File: config.mk
export PLATFORM = sky130hd
export DESIGN_NAME = sysbus_demux
export DESIGN_NICKNAME = d
export VERILOG_FILES = /design/src/rtl/sysbus_demux_pkg.sv /design/src/rtl/sysbus_addr_hold.sv /design/src/rtl/sysbus_data_xcvr.sv /design/src/rtl/sysbus_cmd_decode.sv /design/src/rtl/sysbus_demux.sv
export SDC_FILE = /design/constraint.sdc
export NUM_CORES = 1
export LEC_CHECK = 0
export CORE_MARGIN = 1.5
export CORE_UTILIZATION = 34
export DETAILED_ROUTE_END_ITERATION = 7
export GPL_TIMING_DRIVEN = 0
export PLACE_DENSITY = 0.85
export SLEW_MARGIN = 20
export SYNTH_ARGS = -nofsm -noshare
export SYNTH_HDL_FRONTEND = slang
export SYNTH_SLANG_ARGS = --single-unit
File: constraint.sdc
create_clock -name clk -period 1.2 [get_ports clk]
set_input_delay 0.18 -clock clk [delete_from_list [all_inputs] [get_ports clk]]
set_output_delay 0.18 -clock clk [all_outputs]
set_load 0.02 [all_outputs]
File: src/rtl/sysbus_demux_pkg.sv
package sysbus_demux_pkg;

    typedef struct packed {
        logic mem_rd_n;
        logic mem_wr_n;
        logic io_rd_n;
        logic io_wr_n;
    } bus_cmd_t;

    localparam bus_cmd_t CMD_NONE = 4'b1111;

endpackage

File: src/rtl/sysbus_addr_hold.sv
module sysbus_addr_hold #(
    parameter int ADDR_W = 20
) (
    input  logic              clk,
    input  logic              rst_n,
    input  logic              ale,
    input  logic [ADDR_W-1:0] addr_i,
    output logic [ADDR_W-1:0] addr_o
);

    typedef struct packed {
        logic [ADDR_W-1:0] held;
    } hold_st_t;

    hold_st_t st_d, st_q;

    always_comb begin
        st_d = st_q;
        if (ale) begin
            st_d.held = addr_i;
        end
    end

    always_ff @(posedge clk or negedge rst_n) begin
        if (!rst_n) begin
            st_q <= '0;
        end else begin
            st_q <= st_d;
        end
    end

    // Strobe high: pass the live lines straight through; low: the stored copy
    assign addr_o = ale ? addr_i : st_q.held;


    addr_hold_chk: assert property (@(posedge clk) disable iff (!rst_n)
        (!ale && $past(!ale)) |-> $stable(addr_o));


    addr_capture_chk: assert property (@(posedge clk) disable iff (!rst_n)
        $fell(ale) |-> (addr_o == $past(addr_i)));

endmodule

File: src/rtl/sysbus_data_xcvr.sv
module sysbus_data_xcvr #(
    parameter int DATA_W = 8
) (
    input  logic              clk,
    input  logic              rst_n,
    input  logic              den_n,
    input  logic              dt_r,
    input  logic [DATA_W-1:0] cpu_i,
    input  logic [DATA_W-1:0] sys_i,
    output logic [DATA_W-1:0] cpu_o,
    output logic              cpu_oe,
    output logic [DATA_W-1:0] sys_o,
    output logic              sys_oe
);

    logic to_sys, to_cpu;

    always_comb begin
        to_sys = !den_n &&  dt_r;
        to_cpu = !den_n && !dt_r;
    end

    // One gated lane per data bit, each direction driving zeros when idle
    for (genvar b = 0; b < DATA_W; b++) begin : g_lane
        assign sys_o[b] = to_sys & cpu_i[b];
        assign cpu_o[b] = to_cpu & sys_i[b];
    end

    assign sys_oe = to_sys;
    assign cpu_oe = to_cpu;


    xcvr_one_side_chk: assert property (@(posedge clk) disable iff (!rst_n)
        !(sys_oe && cpu_oe));


    xcvr_fwd_data_chk: assert property (@(posedge clk) disable iff (!rst_n)
        sys_oe |-> (sys_o == cpu_i));


    xcvr_rev_data_chk: assert property (@(posedge clk) disable iff (!rst_n)
        cpu_oe |-> (cpu_o == sys_i));

endmodule

File: src/rtl/sysbus_cmd_decode.sv
module sysbus_cmd_decode
    import sysbus_demux_pkg::*;
(
    input  logic     clk,
    input  logic     rst_n,
    input  logic     io_sel,
    input  logic     rd_n,
    input  logic     wr_n,
    input  logic     bus_grant,
    output bus_cmd_t cmd
);

    logic legal;

    always_comb begin
        legal = (rd_n != wr_n) && !bus_grant;
        cmd   = CMD_NONE;
        if (legal) begin
            if (!rd_n) begin
                if (io_sel) cmd.io_rd_n  = 1'b0;
                else        cmd.mem_rd_n = 1'b0;
            end else begin
                if (io_sel) cmd.io_wr_n  = 1'b0;
                else        cmd.mem_wr_n = 1'b0;
            end
        end
    end


    cmd_exclusive_chk: assert property (@(posedge clk) disable iff (!rst_n)
        $onehot0(~cmd));


    cmd_conflict_chk: assert property (@(posedge clk) disable iff (!rst_n)
        (!rd_n && !wr_n) |-> (cmd == CMD_NONE));


    cmd_io_space_chk: assert property (@(posedge clk) disable iff (!rst_n)
        io_sel |-> (cmd.mem_rd_n && cmd.mem_wr_n));

endmodule

File: src/rtl/sysbus_demux.sv
module sysbus_demux
    import sysbus_demux_pkg::*;
#(
    parameter int ADDR_W = 20,
    parameter int DATA_W = 8,
    parameter int STAT_W = 4
) (
    input  logic                              clk,
    input  logic                              rst_n,
    input  logic                              ale,
    input  logic                              io_sel,
    input  logic                              rd_n,
    input  logic                              wr_n,
    input  logic                              dt_r,
    input  logic                              den_n,
    input  logic                              bus_grant,
    input  logic [DATA_W-1:0]                 cpu_ad_i,
    input  logic [ADDR_W-DATA_W-STAT_W-1:0]   cpu_a_hi_i,
    input  logic [STAT_W-1:0]                 cpu_as_i,
    output logic [DATA_W-1:0]                 cpu_ad_o,
    output logic                              cpu_ad_oe,
    output logic [ADDR_W-1:0]                 sys_addr,
    output logic                              sys_addr_oe,
    input  logic [DATA_W-1:0]                 sys_d_i,
    output logic [DATA_W-1:0]                 sys_d_o,
    output logic                              sys_d_oe,
    output logic                              mem_rd_n,
    output logic                              mem_wr_n,
    output logic                              io_rd_n,
    output logic                              io_wr_n,
    output logic                              cmd_oe
);

    localparam int IO_W = ADDR_W - STAT_W;

    logic [ADDR_W-1:0] live_addr;
    logic [ADDR_W-1:0] held_addr;
    bus_cmd_t          cmd;

    assign live_addr = {cpu_as_i, cpu_a_hi_i, cpu_ad_i};

    sysbus_addr_hold #(.ADDR_W(ADDR_W)) u_hold (
        .clk    (clk),
        .rst_n  (rst_n),
        .ale    (ale),
        .addr_i (live_addr),
        .addr_o (held_addr)
    );

    sysbus_data_xcvr #(.DATA_W(DATA_W)) u_xcvr (
        .clk    (clk),
        .rst_n  (rst_n),
        .den_n  (den_n),
        .dt_r   (dt_r),
        .cpu_i  (cpu_ad_i),
        .sys_i  (sys_d_i),
        .cpu_o  (cpu_ad_o),
        .cpu_oe (cpu_ad_oe),
        .sys_o  (sys_d_o),
        .sys_oe (sys_d_oe)
    );

    sysbus_cmd_decode u_cmd (
        .clk       (clk),
        .rst_n     (rst_n),
        .io_sel    (io_sel),
        .rd_n      (rd_n),
        .wr_n      (wr_n),
        .bus_grant (bus_grant),
        .cmd       (cmd)
    );

    // I/O space is 16 bits wide: the top status-shared bits are cleared
    always_comb begin
        sys_addr = held_addr;
        if (io_sel) begin
            sys_addr[ADDR_W-1:IO_W] = '0;
        end
    end

    assign sys_addr_oe = !bus_grant;
    assign cmd_oe      = !bus_grant;
    assign mem_rd_n    = cmd.mem_rd_n;
    assign mem_wr_n    = cmd.mem_wr_n;
    assign io_rd_n     = cmd.io_rd_n;
    assign io_wr_n     = cmd.io_wr_n;


    grant_quiet_chk: assert property (@(posedge clk) disable iff (!rst_n)
        bus_grant |-> (mem_rd_n && mem_wr_n && io_rd_n && io_wr_n && !sys_addr_oe));


    io_top_zero_chk: assert property (@(posedge clk) disable iff (!rst_n)
        io_sel |-> (sys_addr[ADDR_W-1:IO_W] == '0));


    pass_low_chk: assert property (@(posedge clk) disable iff (!rst_n)
        ale |-> (sys_addr[IO_W-1:0] == live_addr[IO_W-1:0]));

endmodule

==> results.toml <==
[status]
status = "finished, violations left"
violations = "negative setup slack"

[final_layout]
reg_top3 = "u_hold.st_q (20)"
finish.utilization = 0.710
fin_nets = 220
n_fill_cell = 244
largest_reg_flops = 20
regMostFlops = "u_hold.st_q"
drive_above_1_share = 0.577
syn2layout_area_growth_pct = 94.8
final_cells = 226
num_antenna_cells = 0

[sta]
worst_pin_slew_ps = 881
setup_ws_ps = -216
hold_viol_final = 0
setup_viol = 20
max_freq_ghz = 0.706
finalCriticalPeriod_ps = 1420
min_period_over_period = 1.18
final_max_slew_viol_count = 0
rsz0062_at_grt = "yes"
max_slew_margin = 0.411
finClkSkew_ps = 0

[global_route]
first_global_vias = 1081
globalRouteOverflowTotal = 0
grt_pass1_wl_um = 4940
grt.total_usage = 0.184
antenna_found_initial = 0
grt_max_degree = 21

[logic_synthesis]
synth_area_leaders = "dfrtp_1 (44%), mux2_4 (17%), buf_4 (11%), and2_1 (8.8%), mux2_2 (7.0%)"
synth_seq_area_share = 0.442
synth_warnings = 0
syn_inst = 89
yosysTopAreaCellShare = 0.442
yosysTopAreaCell = "dfrtp_1"
ys_ff_latch = 20
ys_types = 14
syn_avg_cell_area_um2 = 12.7
netlist_area_um2 = 1130
synthesis.nets = 126

[routing]
drc = 0
routed_via_density = 4.31
drtPass1Iterations = 4
drtIter0Drc = 14
num_vias = 973
avgRoutedWirePerCell_um = 14.5
drt-total-wl_um = 3270
antenna_left = 0

[power_and_ir_drop]
p_per_area_nw_per_um2 = 911
power.share.sequential = 0.380
swShare = 0.278
ir_worst_vdd_mv = 0.857
p_comb_frac = 0.428
cellLeakagePower_nw = 1.08
p_total_mw = 2.01
p_int_mw = 1.45
switchingPower_mw = 0.557
power.share.clock = 0.192

[worst_hold_path]
min_to = "u_hold.st_q[17]$_DFF_PN0_"
holdPathStages = 3
holdCritStartpoint = "ale"
hold_class = "in -> reg"

[critical_path]
cp_num_buf_inv = 1
crit_family = "flip-flops"
rr_worst_depth = 2
critPathArrivalTime_ps = 1240
reg2reg_to = "u_hold.st_q[19]$_DFF_PN0_"
cpMaxStageDelayCell = "dfrtp_1"
cp-startpoint = "u_hold.st_q[19]$_DFF_PN0_"
cp-start-kind = "flop"
cp.required_ps = 1020
path_class = "reg -> out"
max_stage_delay_ps = 400
crit_path_cell_trace = "mux2_4 > nor2b_4 > buf_6"
endpoint_kind = "primary output"
rrSetupSlack_ps = 290
r2r-start = "u_hold.st_q[19]$_DFF_PN0_"
critical_path.max_fanout = 2

[clocking]
cts_sinks = 20
cts.clk_slew.worst_paths_ps = 110
tritoncts = "built"
cts-root-buf = "clkbuf_4"
clock_latency_ps = 290
numCtsBuffers = 3
htree_levels = 1
ctsHoldBuffers = 0
cts.path.max_buffers = 2

[floorplanning]
dieArea_um2 = 3680
ios = 81
fp.dieH_um = 60.7
start_util = 0.365
die_w_um = 60.7
core_area_um2 = 3100
num_rows = 20

[place]
port-buffer-count = 80
gp_congestion = 0.674
placed_cells = 213
hpwl_um = 2270

[run]
drv_cap = 0
worst reg2reg max path, stage by stage (launching register included):
cell	delay, ps
dfrtp_1	400
mux2_4	280
buf_4	140
how the worst max path moves through the flow:
stage	endpoint	slack, ps	cells past startpoint
2_1_floorplan	cpu_ad_o[0]	70	2
3_3_place_gp	sys_addr[7]	-970	6
3_5_place_dp	sys_addr[12]	-990	6
4_1_cts	sys_addr[16]	-210	3
5_1_grt	sys_addr[19]	-250	3
6_report	sys_addr[19]	-220	3
power groups by stage:
stage / clock network (mW) / registers (mW) / logic, mW
after floorplan: 0 / 0.765 / 0.388
after global placement: 0 / 0.769 / 0.726
after detailed placement: 0 / 0.774 / 0.740
after CTS: 0.399 / 0.762 / 0.869
after global routing: 0.424 / 0.768 / 0.904
final: 0.386 / 0.762 / 0.859
metal layers:
metal	global-route usage	part of all wire	vias up
met5	0	0	-
li1	-	-	455
met3	0.0746	0.079	8
met4	0.0373	0.020	0
met2	0.336	0.53	55
met1	0.201	0.37	455
Yosys cell counts, drive strengths merged:
master  number
clkbuf       1
and2        16
nand3        2
nor2b        5
mux2        20
dfrtp       20
inv          1
nor2         3
nand3b       2
buf         19
cell families (layout without fill, tap and decap cells):
family        count (synthesis)  after routing  synth area share
simple gates                 28             28             0.168
buf+inv                      21            114             0.147
mux                          20             20             0.242
flops                        20             20             0.442
stage by stage:
stage | hold slack (ps) | area, um2 | TNS (ps) | setup slack (ps)
6_report | 270 | 2200 | -3140 | -216
5_1_grt | 261 | 2200 | -4000 | -252
4_1_cts | 261 | 2240 | -3550 | -207
3_5_place_dp | 478 | 1990 | -41330 | -993
3_3_place_gp | 477 | 1990 | -39470 | -968
2_1_floorplan | -116 | 1130 | 0 | 72.4
cell type report:
cell class / count / area, um2 / area share
flip-flops and latches: 20 / 500 / 0.227
multi-input cells: 48 / 518 / 0.235
plain buffers: 17 / 203 / 0.0920
well taps: 44 / 55.1 / 0.0250
inverters: 1 / 3.75 / 0.00170
clock buffers: 4 / 36.3 / 0.0165
repair buffers: 92 / 887 / 0.403
layout by cell type, fill, tap and decap left out:
cell type        instances
buf_6                   34
clkdlybuf4s50_1         29
mux2_4                  20
dfrtp_1                 20
and2_1                  16
buf_4                   16
buf_2                    8
dlygate4sd2_1            6
clkdlybuf4s15_2          6
nor2b_4                  5
clkbuf_4                 3
clkbuf_2                 3
nor2_2                   2
nand3_1                  2
buf_8                    2
buf_12                   2
nand3b_1                 2
clkbuf_8                 2
inv_1                    1
nor2_4                   1
buf_16                   1
clkdlybuf4s15_1          1
what timing repair did:
item                       CTS  global route
gates resized for setup    252             8
pin swaps                    3             0
setup endpoints to repair   44            39
gates cloned                 2             0
buffers inserted             8             2
No activity file was read; power rests on OpenSTA's default activity.
